`src/rtl/prom_pkg.sv`:
```
package prom_pkg;

    typedef enum logic [1:0] {
        REG_PTR  = 2'd0,
        REG_GP   = 2'd1,
        REG_CTL  = 2'd2,
        REG_NONE = 2'd3
    } host_reg_e;

    typedef enum logic [2:0] {
        ST_IDLE,
        ST_WEN,
        ST_WEN_GAP,
        ST_XFER,
        ST_MID_GAP,
        ST_POLL,
        ST_END_GAP
    } seq_e;

    localparam int CTL_STORE  = 0;
    localparam int CTL_RELOAD = 1;
    localparam int CTL_SEL    = 2;

    localparam logic [1:0] OP_RD  = 2'b10;
    localparam logic [1:0] OP_WR  = 2'b01;
    localparam logic [1:0] OP_EXT = 2'b00;

endpackage

```
`src/rtl/prom_sk_tick.sv`:
```
module prom_sk_tick #(
    parameter int DIV = 4
) (
    input  logic clk,
    input  logic rst_n,
    output logic tick_o
);
    localparam int CW = (DIV > 1) ? $clog2(DIV) : 1;

    logic [CW-1:0] cnt_d, cnt_q;

    always_comb begin
        tick_o = (cnt_q == CW'(DIV - 1));
        cnt_d  = tick_o ? '0 : cnt_q + 1'b1;
    end

    always_ff @(posedge clk or negedge rst_n) begin
        if (!rst_n) cnt_q <= '0;
        else        cnt_q <= cnt_d;
    end
endmodule

```
`src/rtl/prom_frame_shifter.sv`:
```
module prom_frame_shifter #(
    parameter int FW = 25,
    localparam int LW = $clog2(FW + 1)
) (
    input  logic          clk,
    input  logic          rst_n,
    input  logic          tick_i,
    input  logic          start_i,
    input  logic [FW-1:0] frame_i,
    input  logic [LW-1:0] len_i,
    input  logic          sdo_i,
    output logic          sk_o,
    output logic          sdi_o,
    output logic          done_o,
    output logic [FW-1:0] shreg_o
);
    typedef struct packed {
        logic          act;
        logic          hi;
        logic          done;
        logic [LW-1:0] left;
        logic [FW-1:0] sh;
    } sh_st_t;

    sh_st_t d, q;

    always_comb begin
        d      = q;
        d.done = 1'b0;
        if (start_i && !q.act) begin
            d.act  = 1'b1;
            d.hi   = 1'b0;
            d.left = len_i;
            d.sh   = frame_i;
        end else if (q.act && tick_i) begin
            if (!q.hi) begin
                d.hi = 1'b1;
            end else begin
                d.hi   = 1'b0;
                d.sh   = {q.sh[FW-2:0], sdo_i};
                d.left = q.left - 1'b1;
                if (q.left == LW'(1)) begin
                    d.act  = 1'b0;
                    d.done = 1'b1;
                end
            end
        end
    end

    always_ff @(posedge clk or negedge rst_n) begin
        if (!rst_n) q <= '0;
        else        q <= d;
    end

    assign sk_o    = q.act & q.hi;
    assign sdi_o   = q.act & q.sh[FW-1];
    assign done_o  = q.done;
    assign shreg_o = q.sh;
endmodule

```
`src/rtl/prom_word_engine.sv`:
```
module prom_word_engine
    import prom_pkg::*;
#(
    parameter int DEPTH   = 64,
    parameter int DW      = 16,
    parameter int CLK_DIV = 4,
    localparam int AW = $clog2(DEPTH),
    localparam int FW = 3 + AW + DW,
    localparam int LW = $clog2(FW + 1)
) (
    input  logic          clk,
    input  logic          rst_n,
    input  logic          reg_we,
    input  logic [1:0]    reg_sel,
    input  logic [DW-1:0] reg_wdata,
    output logic [2:0]    ctl_rd,
    output logic [AW-1:0] ptr_rd,
    output logic [DW-1:0] gp_rd,
    output logic          ee_cs,
    output logic          ee_sk,
    output logic          ee_di,
    input  logic          ee_do
);
    typedef struct packed {
        seq_e          st;
        logic [1:0]    gap;
        logic          wen_done;
        logic          rd_op;
        logic [2:0]    ctl;
        logic [AW-1:0] ptr;
        logic [DW-1:0] gp;
    } eng_st_t;

    eng_st_t d, q;

    logic          tick;
    logic          sh_start;
    logic [FW-1:0] sh_frame;
    logic [LW-1:0] sh_len;
    logic          sh_done;
    logic [FW-1:0] sh_reg;
    logic          busy;
    logic          gap_over;

    prom_sk_tick #(.DIV(CLK_DIV)) tick_i (
        .clk    (clk),
        .rst_n  (rst_n),
        .tick_o (tick)
    );

    prom_frame_shifter #(.FW(FW)) shift_i (
        .clk     (clk),
        .rst_n   (rst_n),
        .tick_i  (tick),
        .start_i (sh_start),
        .frame_i (sh_frame),
        .len_i   (sh_len),
        .sdo_i   (ee_do),
        .sk_o    (ee_sk),
        .sdi_o   (ee_di),
        .done_o  (sh_done),
        .shreg_o (sh_reg)
    );

    always_comb begin
        d        = q;
        sh_start = 1'b0;
        sh_frame = '0;
        sh_len   = LW'(FW);
        busy     = |q.ctl[1:0];
        gap_over = tick && (q.gap == 2'd2);
        if (tick && q.gap != 2'd3) d.gap = q.gap + 1'b1;

        case (q.st)
            ST_IDLE: begin
                if (reg_we && !busy) begin
                    case (host_reg_e'(reg_sel))
                        REG_PTR: d.ptr = reg_wdata[AW-1:0];
                        REG_GP:  d.gp  = reg_wdata;
                        REG_CTL: begin
                            d.ctl[CTL_SEL] = reg_wdata[CTL_SEL];
                            if (reg_wdata[CTL_SEL] && reg_wdata[CTL_RELOAD]) begin
                                d.ctl[CTL_RELOAD] = 1'b1;
                                d.rd_op           = 1'b1;
                                d.st              = ST_XFER;
                                sh_start          = 1'b1;
                                sh_frame          = {1'b1, OP_RD, q.ptr, {DW{1'b0}}};
                            end else if (reg_wdata[CTL_SEL] && reg_wdata[CTL_STORE]) begin
                                d.ctl[CTL_STORE] = 1'b1;
                                d.rd_op          = 1'b0;
                                sh_start         = 1'b1;
                                if (q.wen_done) begin
                                    d.st     = ST_XFER;
                                    sh_frame = {1'b1, OP_WR, q.ptr, q.gp};
                                end else begin
                                    d.st     = ST_WEN;
                                    sh_len   = LW'(3 + AW);
                                    sh_frame = {1'b1, OP_EXT, 2'b11, {(AW-2){1'b0}}, {DW{1'b0}}};
                                end
                            end
                        end
                        default: ;
                    endcase
                end
            end
            ST_WEN: begin
                if (sh_done) begin
                    d.st       = ST_WEN_GAP;
                    d.gap      = '0;
                    d.wen_done = 1'b1;
                end
            end
            ST_WEN_GAP: begin
                if (gap_over) begin
                    d.st     = ST_XFER;
                    sh_start = 1'b1;
                    sh_frame = {1'b1, OP_WR, q.ptr, q.gp};
                end
            end
            ST_XFER: begin
                if (sh_done) begin
                    d.gap = '0;
                    if (q.rd_op) begin
                        d.gp = sh_reg[DW-1:0];
                        d.st = ST_END_GAP;
                    end else begin
                        d.st = ST_MID_GAP;
                    end
                end
            end
            ST_MID_GAP: begin
                if (gap_over) d.st = ST_POLL;
            end
            ST_POLL: begin
                if (tick && ee_do) begin
                    d.st  = ST_END_GAP;
                    d.gap = '0;
                end
            end
            ST_END_GAP: begin
                if (gap_over) begin
                    d.st                            = ST_IDLE;
                    d.ctl[CTL_RELOAD:CTL_STORE]     = 2'b00;
                end
            end
            default: d.st = ST_IDLE;
        endcase
    end

    always_ff @(posedge clk or negedge rst_n) begin
        if (!rst_n) q <= '{st: ST_IDLE, default: '0};
        else        q <= d;
    end

    assign ee_cs  = (q.st == ST_WEN) || (q.st == ST_XFER) || (q.st == ST_POLL);
    assign ctl_rd = q.ctl;
    assign ptr_rd = q.ptr;
    assign gp_rd  = q.gp;
endmodule

```
`config.mk`:
```
export PLATFORM = sky130hd
export DESIGN_NAME = prom_word_engine
export DESIGN_NICKNAME = d
export VERILOG_FILES = /design/src/rtl/prom_pkg.sv /design/src/rtl/prom_sk_tick.sv /design/src/rtl/prom_frame_shifter.sv /design/src/rtl/prom_word_engine.sv
export SDC_FILE = /design/constraint.sdc
export NUM_CORES = 1
export LEC_CHECK = 0
export BUFFER_PORTS_ARGS = -buffer_cell sky130_fd_sc_hd__buf_4
export CORE_UTILIZATION = 55
export DETAILED_ROUTE_END_ITERATION = 16
export GPL_ROUTABILITY_DRIVEN = 0
export PLACE_DENSITY = 0.76
export SKIP_CTS_REPAIR_TIMING = 1
export SLEW_MARGIN = 5
export SYNTH_ARGS = -nofsm -noshare
export SYNTH_HDL_FRONTEND = slang
export SYNTH_SLANG_ARGS = --single-unit
```
`constraint.sdc`:
```
create_clock -name clk -period 3.1 [get_ports clk]
set_input_delay 0.31 -clock clk [delete_from_list [all_inputs] [get_ports clk]]
set_output_delay 0.31 -clock clk [all_outputs]
set_load 0.01 [all_outputs]
```
# After elaboration in Yosys (flattened, before gate mapping)
# Index checks and enable logic that the tools add are counted.
[word_totals]
regBits = 67
inputBits = 22
output_inout_bits = 28
wordCells = 135
[op_classes]
addsub = 3
n_eq_ne = 26
n_mux = 58
bitwise = 2
n_reduce_logical = 31
[ops]
columns = ["operator", "count"]
rows = [
  ["two-way mux 25 bit", 5],
  ["case mux 25 bit (2 select lines)", 1],
  ["two-way mux 16 bit", 3],
  ["two-way mux 5 bit", 8],
  ["two-way mux 33 bit", 1],
  ["case mux 16 bit (2 select lines)", 1],
  ["two-way mux 31 bit", 1],
  ["two-way mux 30 bit", 1],
  ["two-way mux 24 bit", 1],
  ["two-way mux 23 bit", 1],
  ["two-way mux 3 bit", 7],
  ["case mux 3 bit (7 select lines)", 1],
  ["inequality test 2 bit, second input constant", 10],
  ["two-way mux 1 bit", 15],
  ["two-way mux 2 bit", 7],
  ["two-way mux 6 bit", 2],
  ["nonzero test 2 bit", 6],
  ["AND reduction 5 bit", 2],
  ["== test 3 bit, second input constant", 3],
  ["AND reduction 3 bit", 3],
  ["AND reduction 9 bit", 1],
  ["logical AND 1 bit", 8],
  ["inequality test 2 x 1 -> 1 bit, second input constant", 4],
  ["== test 2 bit, second input constant", 3],
  ["other kinds (19)", 25],
]

# Logic depth before layout (Yosys ltp)
# Gate-level depths: netlist of the first run.
[logic_depth]
ltp_word = 9
depth_mapped = 7
depth_no_buf = 6

# Hierarchy
# Synthesis of the first run repeated with hierarchy kept, for this count alone.
[hier_totals]
hier_cells = 397
area_unflattened_um2 = 3893.7
[by_module_without_submodules]
columns = ["mod", "n_inst", "cells_per_inst", "area_each_um2", "seq_area_each_um2"]
rows = [
  ["prom_word_engine", 1, 215, 2113.3, 800.8],
  ["prom_frame_shifter", 1, 178, 1714.1, 825.8],
  ["prom_sk_tick", 1, 4, 66.3, 50.0],
]

# Least setup slack after synthesis of the first run
# OpenSTA, ideal clock, no wires.
[synth_timing]
path_type = "register to register"
from = "reg q (netlist bit ctl_rd[1])"
to = "reg q (netlist bit gp_rd[12])"
setup_ns = 0.125
arrival_time_ns = 1.922
required_ns = 2.975
setup_slack_ns = 1.053
stages_incl_launch_ff = 7
path_buffers = 2
period_less_slack_ns = 2.047
cell_sequence = "dfrtp_1 or3b_2 nor3_1 a32o_1 buf_2 buf_2 mux2_2"
[synth_between]
elab_chain_cells = 5
[synth_rtl]
columns = ["element", "line", "text"]
rows = [
  ["start, declared", "prom_word_engine.sv:34", "eng_st_t d, q;"],
  ["start signal, assigned", "prom_word_engine.sv:151", "if (!rst_n) q <= '{st: ST_IDLE, default: '0};"],
  ["start signal, assigned", "prom_word_engine.sv:152", "else q <= d;"],
  ["OR reduction 2 bit", "prom_word_engine.sv:70", "busy = |q.ctl[1:0];"],
  ["zero test 1 bit", "prom_word_engine.sv:76", "if (reg_we && !busy) begin"],
  ["logical AND 1 bit", "prom_word_engine.sv:76", ""],
  ["inequality test 2 bit (no line)", "--", ""],
  ["AND reduction 5 bit (no line)", "--", ""],
]
# No other way between the ends.
# A chain may end at the register's enable or synchronous reset.

# Worst setup path after layout of the first run
[layout_timing]
from = "reg q[31] (netlist name)"
to = "reg q (netlist bit gp_rd[1])"
[layout_between]
elab_chain_cells = 3
word_cells_on_any_way = 9
cone_classes = "5 x eq/ne; 1 x mux; 3 x reduce/logical"
[layout_rtl]
columns = ["element", "line", "text"]
rows = [
  ["== test 3 x 2 -> 1 bit or zero test 3 bit (tied branches)", "prom_word_engine.sv:74", "case (q.st)"],
  ["inequality test 2 bit (no line) (tied with other cells)", "--", ""],
  ["AND reduction 5 bit (no line)", "--", ""],
]
# Several ways; a longest one is shown, not always the timed one.

==> results.tsv, run 1 <==
stage	metric	value	unit
worst_setup_path	cp.required	3.35	ns
worst_setup_path	crit_family	simple AND/OR/NAND/NOR gates	
yosys	ys.flop_type	dfrtp_1	
clock_network	clk_latency	0.34	ns
worst_setup_path	r2r_end	gp_rd[1]$_DFFE_PN0P_	
yosys	yosys-top-cells-area	dfrtp_1, a221o_1, mux2_2	
grt	met2_usage	37.9	%
yosys	synth_area	3510	µm²
grt	grt_max_degree	68	
layout	n_antenna_cell	0	
power_and_ir_drop	vdd_drop_max	0.299	mV
worst_setup_path	crit_path_start_kind	flop	
floorplan	fp-row-count	28	
power_and_ir_drop	power.total	1.72	mW
power_and_ir_drop	leakage	1.95	nW
worst_setup_path	path_class	reg -> reg	
timing	rsz0062_at_grt	false	
timing	drv_slew	0	
place	post-dp-hpwl	5.09	mm
clock_network	cts_buffer_depth	2	
worst_setup_path	cp_cell_sequence	and3b_1 > nor2_1 > a22oi_1 > mux2i_1	
timing	setup_ws	0.545	ns
yosys	synth_top_cell_area_share	47.8	%
timing	finalSetupViolCount	0	
layout	area_delta_synth_final	12.6	%
timing	finalCriticalPeriod	2.56	ns
grt	grt_use_total	26.1	%
grt	grt_pass1_vias	2451	
worst_setup_path	cp_num_buf_inv	0	
grt	use_met1	37.4	%
timing	slew_headroom	20.6	%
routing	routed_wirelength	7.76	mm
routing	vias	2691	
yosys	synth_edf_count	0	
floorplan	die-area	6700	µm²
routing	drt_iter0_drc	231	
routing	drc_errors	0	
worst_setup_path	rrSetupSlack	0.54	ns
yosys	yosys_warnings	0	
place	dp_slack	0.609	ns
floorplan	chipWidth	81.9	µm
min_path	min_path_type	in -> async	
floorplan	core-area	6030	µm²
grt	overflow	0	
timing	skew	0.0139	ns
yosys	synth_top_cell_by_area	dfrtp_1	
timing	setup_tns	0	ns
yosys	synth_most_common_cell	dfrtp_1	
worst_setup_path	reg2reg_from	q[31]$_DFFE_PN0P_	
yosys	synthCells	325	
routing	drt_first_pass_iters	5	
clock_network	cts_made_buffers	9	
run_status	status	completed	
yosys	syn-num-nets	352	
grt	global_route.usage.met3	5.56	%
clock_network	cts_tree	built	
yosys	synth_seq_cells	67	
yosys	ys_types	53	
place	place.port_buffers	49	
clock_network	path_clk_slew	0.07	ns
worst_setup_path	r2r_cells	4	
worst_setup_path	crit_path_max_fanout	18	
floorplan	die_y	81.9	µm
layout	final_nets	375	
worst_setup_path	critPathSlowestCell	nor2_1	
floorplan	start_util	58.2	%
grt	antenna_found_initial	0	
clock_network	cts.htree.levels	3	
timing	hold_viol	0	
floorplan	io_pins	50	
grt	grt_busiest_layer	met2	
timing	fin_crit_sh	82.4	%
grt	grt_pass1_wl	12.7	mm
yosys	postSynth.asyncResetShare	100	%
power_and_ir_drop	powerDensity	436	nW/µm²
clock_network	cts_root_buffer	clkbuf_8	
routing	via_per_inst	6.29	
routing	post_drt_wl_per_cell	18.1	µm
routing	postRouteAntennaNets	0	
worst_setup_path	end_kind	flop	
clock_network	clkSinkCount	67	
timing	max_freq	391	MHz
timing	worstMarginPinSlew	1.19	ns
layout	layout-drive-gt1-share	28.0	%
worst_setup_path	cp_data_arrival_time	2.80	ns
job	drv_cap	0	
yosys	ys_seq_area_share	47.8	%
worst_setup_path	max_stage_delay	1.02	ns
yosys	synth_common_cells	dfrtp_1, nand2_1, buf_4	
yosys	avgSynthCellArea	10.8	µm²
-- worst max path at each step --
stage	endpoint	from	cells past startpoint	slack (ns)
floorplan	gp_rd[12]$_DFFE_PN0P_	ctl_rd[1]$_DFFE_PN0P_	6	1.05
global placement	shift_i.shreg_o[17]$_DFFE_PN0P_	q[29]$_DFFE_PN0P_	5	0.65
detailed placement	gp_rd[1]$_DFFE_PN0P_	q[31]$_DFFE_PN0P_	4	0.61
CTS	gp_rd[1]$_DFFE_PN0P_	q[31]$_DFFE_PN0P_	4	0.58
global route	gp_rd[2]$_DFFE_PN0P_	q[31]$_DFFE_PN0P_	4	0.38
finish	gp_rd[1]$_DFFE_PN0P_	q[31]$_DFFE_PN0P_	4	0.54
-- registers in the layout (all words and copies together) (netlist names) --
name,cells
tick_i.cnt_q,2
ptr_rd,6
shift_i.done_o,1
ctl_rd,3
shift_i.q,7
gp_rd,16
q,7
shift_i.shreg_o,25
-- layer usage --
metal,wire length [µm],vias to the layer above
li1,-,1228
met1,3470,1329
met2,3650,124
met3,530,10
met4,110,0
met5,0,-
-- layout by cell type, fill, tap and decap left out, drive strengths merged, types with 2 or more instances in the layout --
cell,instances
nand2,29
a22oi,3
inv,10
a21o,2
nor2b,4
and2,8
buf,57
and3,4
dfrtp,67
o21ai,10
o22a,2
a211oi,2
nand2b,2
clkinvlp,2
xnor2,3
clkbuf,12
a32o,2
a22o,13
nor4,3
a21oi,3
mux2,20
nor4b,2
nor2,13
or3,2
nor3,21
nand3,4
ha,5
mux2i,4
a221o,23
or4b,2
-- report_power, final --
part	total (mW)	leakage [nW]	switching (mW)	internal [mW]
Combinational	0.0898	1.08	0.0464	0.0434
Sequential	0.906	0.774	0.0156	0.890
Clock	0.728	0.0926	0.335	0.393
-- cell type report --
cell class              count  area [µm²]
inverters                  10        37.5
flip-flops and latches     67        1680
clock buffers              12         145
fillers                   469        2070
multi-input cells         203        1520
well taps                  75        93.8
repair buffers             57         428
clock inverters             4        50.0
-- through the flow --
step	hold slack (ns)	utilization [%]	cell area, µm²	instances
final	0.0721	65.6	3950	428
after CTS	0.0974	65.6	3950	428
after global routing	0.142	65.6	3950	428
after floorplan	0.0144	-	3510	325
after global placement	0.415	62.3	3760	412
after detailed placement	0.429	62.3	3760	412
-- cells by family (layout without fill, tap and decap cells) --
family	count (synthesis)	after routing	synth area share [%]
compound gates	70	70	17.2
xor+xnor	4	4	0.998
mux	24	24	7.56
simple gates	100	100	15.6
fa+ha+maj	5	5	1.78
buf+inv	55	83	9.06
flops	67	67	47.8
-- worst register-to-register path, cell delays in order, from the launching register on --
cell,delay (ns)
dfrtp_1,0.55
and3b_1,0.49
nor2_1,1.02
a22oi_1,0.17
mux2i_1,0.22
No activity file was read; power rests on OpenSTA's default activity.
==> run 2, diff against run 1 <==
Clock period 3.1 ns to 2.6 ns, I/O delays scaled along.
==> run 2 against run 1 <==
  * The flow now finishes with violations (hold timing)
  * Core utilization rose by 0.87 points
  * Clock power rose by 32%
  * Clock skew barely moved
  * Worst hold slack got worse by 0.079 ns
  * First-iteration DRC count fell by 17%
  * Critical path depth rose by 1
==> results.tsv, run 2 (synthesis results as in run 1) <==
stage	metric	value	unit	change
clock_network	cts_root_buffer	clkbuf_8		
layout	layoutNonFillerInstCount	432		+0.93%
routing	drt_iter0_drc	192		-17%
layout	largest_reg_flops	25		unchanged
worst_setup_path	end_kind	flop		
clock_network	cts_made_buffers	9		unchanged
run_status	status	finished with violations		
routing	via_per_inst	6.17		-1.9%
worst_setup_path	path_class	reg -> reg		
timing	finalSetupViolCount	0		unchanged
timing	fin_crit_sh	87.0	%	+4.6 points
grt	grt_max_degree	68		unchanged
routing	drt_first_pass_iters	4		-1
clock_network	path_clk_slew	0.07	ns	about the same
routing	post_drt_wl_per_cell	18.2	µm	+0.20%
layout	layout-drive-gt1-share	29.1	%	+1.1 points
layout	most-common-layout-cells	dfrtp_1, buf_4, nand2_1		
layout	layout_commonest_cell	dfrtp_1		
power_and_ir_drop	powerDensity	537	nW/µm²	+23%
grt	antenna_found_initial	0		unchanged
place	post-dp-hpwl	5.25	mm	+3.2%
timing	slew_headroom	45.1	%	+25 points
layout	area_delta_synth_final	14.1	%	
clock_network	cts_tree	built		
timing	worstMarginPinSlew	0.823	ns	-0.363 ns
worst_setup_path	crit_path_max_fanout	21		+3
power_and_ir_drop	vdd_drop_max	0.301	mV	+0.64%
layout	fillers	468		-0.21%
grt	grt_pass1_vias	2501		+2.0%
floorplan	die_y	81.9	µm	unchanged
floorplan	fp-row-count	28		unchanged
power_and_ir_drop	p_sw_share	23.0	%	-0.063 points
power_and_ir_drop	comb_power_share	5.1	%	about the same
layout	n_antenna_cell	0		unchanged
routing	postRouteAntennaNets	0		unchanged
timing	setup_tns	0	ns	unchanged
timing	holdWs	-0.00728	ns	-0.0794 ns
timing	hold_viol	4		+4
floorplan	die-area	6700	µm²	unchanged
power_and_ir_drop	pwr-share-seq	50.2	%	-2.4 points
power_and_ir_drop	leakage	1.99	nW	+1.7%
grt	global_route.usage.met3	4.44	%	-1.1 points
routing	routed_wirelength	7.85	mm	+1.1%
grt	grt_pass1_wl	12.9	mm	+1.8%
clock_network	clkSinkCount	67		unchanged
timing	rsz0062_at_grt	false		
power_and_ir_drop	clock_power_share	44.7	%	+2.5 points
routing	drc_errors	0		unchanged
clock_network	cts_buffer_depth	2		unchanged
grt	use_met1	37.2	%	-0.20 points
timing	finalCriticalPeriod	2.26	ns	-0.294 ns
timing	skew	0.0137	ns	-0.000194 ns
worst_setup_path	cp.required	2.84	ns	-0.51 ns
job	drv_cap	0		unchanged
place	place.port_buffers	49		unchanged
place	dp.cells	416		+0.97%
floorplan	start_util	58.2	%	unchanged
grt	grt_busiest_layer	met2		
grt	overflow	0		unchanged
grt	grt_use_total	26.3	%	+0.16 points
run_status	failed_checks	hold timing		
clock_network	cts.htree.levels	3		unchanged
floorplan	chipWidth	81.9	µm	unchanged
clock_network	clk_latency	0.36	ns	+0.02 ns
timing	drv_slew	0		unchanged
power_and_ir_drop	p_int	1.66	mW	+25%
min_path	min_path_type	in -> async		
floorplan	core-area	6030	µm²	unchanged
worst_setup_path	crit_path_start_kind	flop		
routing	vias	2664		-1.0%
layout	final_nets	379		+1.1%
power_and_ir_drop	p_sw	0.493	mW	+24%
floorplan	io_pins	50		unchanged
timing	max_freq	442	MHz	+13%
worst_setup_path	cp_data_arrival_time	2.50	ns	-0.30 ns
grt	met2_usage	39.3	%	+1.4 points
run 2: power by group through the flow:
stage          registers, mW  clock network (mW)  logic (mW)
3_5_place_dp            1.10                   0       0.111
5_1_grt                 1.08                1.01       0.122
4_1_cts                 1.08               0.963       0.111
2_1_floorplan           1.09                   0      0.0512
3_3_place_gp            1.10                   0       0.108
6_report                1.08               0.961       0.109
run 2: worst max-delay path, stage by stage, from the launching register on:
cell and delay, ns:
dfrtp_1 0.50, or4b_4 0.60, nor4_4 0.29, buf_4 0.30, nor2_2 0.10, a311o_1 0.36
run 2: routing by layer:
metal	wire length [µm]	vias up	share of wire, %
li1	-	1230	-
met1	3640	1336	46
met2	3660	87	47
met3	429	11	5.5
met4	128	0	1.6
met5	0	-	0
run 2: worst paths after layout:
path	endpoint	slack (ns)	startpoint	depth (start not counted)
setup / recovery	shift_i.shreg_o[22]$_DFFE_PN0P_	0.34	q[31]$_DFFE_PN0P_	5
hold / removal	q[30]$_DFFE_PN0P_	-0.007	rst_n	1
setup reg to reg	shift_i.shreg_o[22]$_DFFE_PN0P_	0.34	q[31]$_DFFE_PN0P_	5
hold reg to reg	tick_i.cnt_q[0]$_DFF_PN0_	0.44	tick_i.cnt_q[0]$_DFF_PN0_	1
max in group asynchronous	q[28]$_DFF_PN0_	2.06	rst_n	1
min in group clk	ptr_rd[3]$_DFFE_PN0P_	0.14	reg_wdata[3]	2
run 2: final cells by class:
class                   count  area [µm²]  area share [%]
clock buffers              10         128            3.19
clock inverters             6        90.1            2.25
inverters                  10        37.5           0.938
multi-input cells         203        1520            38.0
flip-flops and latches     67        1680            41.9
well taps                  75        93.8            2.34
repair buffers             61         458            11.4
run 2: stage by stage:
stage | utilization [%] | power (mW) | hold slack [ns] | setup slack, ns | area, µm²
floorplan | - | 1.14 | -0.0356 | 0.553 | 3510
global placement | 62.8 | 1.21 | 0.414 | 0.394 | 3790
detailed placement | 62.8 | 1.21 | 0.413 | 0.340 | 3790
CTS | 66.4 | 2.15 | 0.0389 | 0.344 | 4000
global route | 66.4 | 2.21 | 0.0882 | 0.241 | 4000
finish | 66.4 | 2.15 | -0.00728 | 0.338 | 4000
==> run 3, diff against run 2 <==
--- a/config.mk
+++ b/config.mk
@@ -12,2 +12,3 @@
 export PLACE_DENSITY = 0.76
+export RECOVER_POWER = 50
 export SKIP_CTS_REPAIR_TIMING = 1
--- a/constraint.sdc
+++ b/constraint.sdc
@@ -3,2 +3,2 @@
 set_output_delay 0.26 -clock clk [all_outputs]
-set_load 0.01 [all_outputs]
+set_load 0.1 [all_outputs]
==> run 3 against run 2 <==
  * Critical path type unchanged
  * Combinational power up 47%
  * The flow finishes with violations (capacitance limit, slew limit)
  * Clock power fell by 1%
  * Clock-buffer cell count did not move
  * Global-route usage unchanged
  * Final area down 1.1%
  * Worst hold slack improved by 0.16 ns
==> results.tsv, run 3 (synthesis results as in run 1) <==
stage	metric	value	unit	change
run_status	status	finished with violations		
run_status	failed_checks	capacitance limit, slew limit		
timing	worstMarginPinSlew	1.62	ns	+0.792 ns
grt	overflow	0		unchanged
clock_network	cts_tree	built		
clock_network	cts.htree.levels	3		unchanged
job	drv_cap	1		+1
worst_setup_path	r2r_cells	5		unchanged
place	place.port_buffers	49		unchanged
timing	finalCriticalPeriod	2.26	ns	-0.000554 ns
power_and_ir_drop	leakage	1.94	nW	-2.3%
timing	slew_headroom	-7.69	%	-53 points
timing	skew	0.0132	ns	-0.000462 ns
floorplan	io_pins	50		unchanged
floorplan	core-area	6030	µm²	unchanged
worst_setup_path	rrSetupSlack	0.34	ns	about the same
min_path	min_from	reg_wdata[3]		
clock_network	clkSinkCount	67		unchanged
layout	layoutNonFillerInstCount	432		unchanged
layout	layout-drive-gt1-share	26.1	%	-3.1 points
layout	area_delta_synth_final	12.8	%	
layout	final_nets	379		unchanged
clock_network	path_clk_slew	0.07	ns	about the same
timing	drv_slew	68		+68
worst_setup_path	critPathSlowestCell	or4b_4		
routing	routed_wirelength	7.82	mm	-0.39%
power_and_ir_drop	powerDensity	553	nW/µm²	+3.0%
grt	grt_pass1_vias	2501		unchanged
layout	most-common-layout-cells	dfrtp_1, buf_4, nand2_1		
worst_setup_path	crit_path_start_kind	flop		
timing	max_freq	442	MHz	about the same
worst_setup_path	max_stage_delay	0.60	ns	about the same
routing	drt_first_pass_iters	5		+1
grt	antenna_found_initial	0		unchanged
layout	layout_commonest_cell	dfrtp_1		
floorplan	fp-row-count	28		unchanged
timing	hold_viol	0		-4
routing	via_per_inst	6.16		about the same
clock_network	clk_latency	0.35	ns	about the same
worst_setup_path	r2r_end	shift_i.shreg_o[22]$_DFFE_PN0P_		
min_path	holdPathEnd	ptr_rd[3]$_DFFE_PN0P_		
power_and_ir_drop	vdd_drop_max	0.314	mV	+4.3%
timing	setup_tns	0	ns	unchanged
routing	drc_errors	0		unchanged
routing	drt_iter0_drc	175		-8.9%
min_path	holdPathStages	2		
layout	n_antenna_cell	0		unchanged
layout	largest_reg_flops	25		unchanged
timing	fin_crit_sh	87.0	%	about the same
routing	post_drt_wl_per_cell	18.1	µm	-0.39%
grt	grt_pass1_wl	12.9	mm	unchanged
worst_setup_path	cp.required	2.83	ns	about the same
floorplan	die-area	6700	µm²	unchanged
grt	grt_use_total	26.3	%	unchanged
timing	rsz0062_at_grt	false		
worst_setup_path	cp_data_arrival_time	2.49	ns	about the same
clock_network	cts_buffer_depth	2		unchanged
worst_setup_path	cp_cell_sequence	or4b_4 > nor4_4 > buf_4 > nor2_2 > a311o_1		
layout	utilization	65.7	%	-0.73 points
floorplan	start_util	58.2	%	unchanged
routing	postRouteAntennaNets	0		unchanged
grt	grt_max_degree	68		unchanged
worst_setup_path	path_class	reg -> reg		
clock_network	cts_root_buffer	clkbuf_8		
min_path	min_path_type	in -> reg		
worst_setup_path	end_kind	flop		
floorplan	chipWidth	81.9	µm	unchanged
clock_network	cts_made_buffers	9		unchanged
timing	finalSetupViolCount	0		unchanged
floorplan	die_y	81.9	µm	unchanged
routing	vias	2663		-0.038%
place	dp.cells	416		unchanged
worst_setup_path	crit_path_max_fanout	21		unchanged
worst_setup_path	reg2reg_from	q[31]$_DFFE_PN0P_		
place	post-dp-hpwl	5.25	mm	unchanged
run 3: changes by cell type in the layout (fill, tap and decap cells not counted):
cell,delta
clkbuf_1,+11
clkbuf_2,+1
buf_4,-12
run 3: power breakdown:
group,internal (mW),leakage (nW),switching [mW]
clock,0.542,0.106,0.409
combinational,0.0495,1.06,0.110
sequential,1.06,0.774,0.0171
total,1.65,1.94,0.537
run 3: worst max path at each step:
| stage | start | cells after the start | to |
|---|---|---|---|
| 2_1_floorplan | ctl_rd[1]$_DFFE_PN0P_ | 6 | gp_rd[12]$_DFFE_PN0P_ |
| 3_3_place_gp | q[31]$_DFFE_PN0P_ | 5 | shift_i.shreg_o[22]$_DFFE_PN0P_ |
| 3_5_place_dp | q[31]$_DFFE_PN0P_ | 5 | shift_i.shreg_o[22]$_DFFE_PN0P_ |
| 4_1_cts | q[31]$_DFFE_PN0P_ | 5 | shift_i.shreg_o[22]$_DFFE_PN0P_ |
| 5_1_grt | q[31]$_DFFE_PN0P_ | 5 | shift_i.shreg_o[22]$_DFFE_PN0P_ |
| 6_report | q[31]$_DFFE_PN0P_ | 5 | shift_i.shreg_o[22]$_DFFE_PN0P_ |
run 3: stage by stage:
stage | instance area, µm² | hold slack (ns) | setup WS [ns] | total power, mW
3_3_place_gp | 3790 | 0.414 | 0.394 | 1.26
3_5_place_dp | 3790 | 0.413 | 0.340 | 1.26
5_1_grt | 3960 | 0.149 | 0.241 | 2.26
4_1_cts | 4000 | 0.0389 | 0.344 | 2.21
6_report | 3960 | 0.156 | 0.339 | 2.19
2_1_floorplan | 3510 | -0.0356 | 0.553 | 1.20
run 3: routing by layer:
metal	wire length [µm]	track usage [%]
met1	3560	37.2
met5	0	0
met2	3660	39.3
met3	447	4.44
met4	151	12.3
run 3: final cells by class:
cell class	instances	area [µm²]
timing repair buffer	61	414
sequential	67	1680
tap	75	93.8
clock inverter	6	90.1
fill	478	2070
clock buffer	10	128
inverter	10	37.5
multi-input combinational	203	1520
run 3: worst max-delay path: cells and delay by family (launching register included):
| family | cells | cell delay [ns] |
|---|---|---|
| buffers and inverters | 1 | 0.30 |
| and+or+nand+nor | 3 | 0.99 |
| AOI/OAI and AO/OA | 1 | 0.36 |
| DFF | 1 | 0.50 |
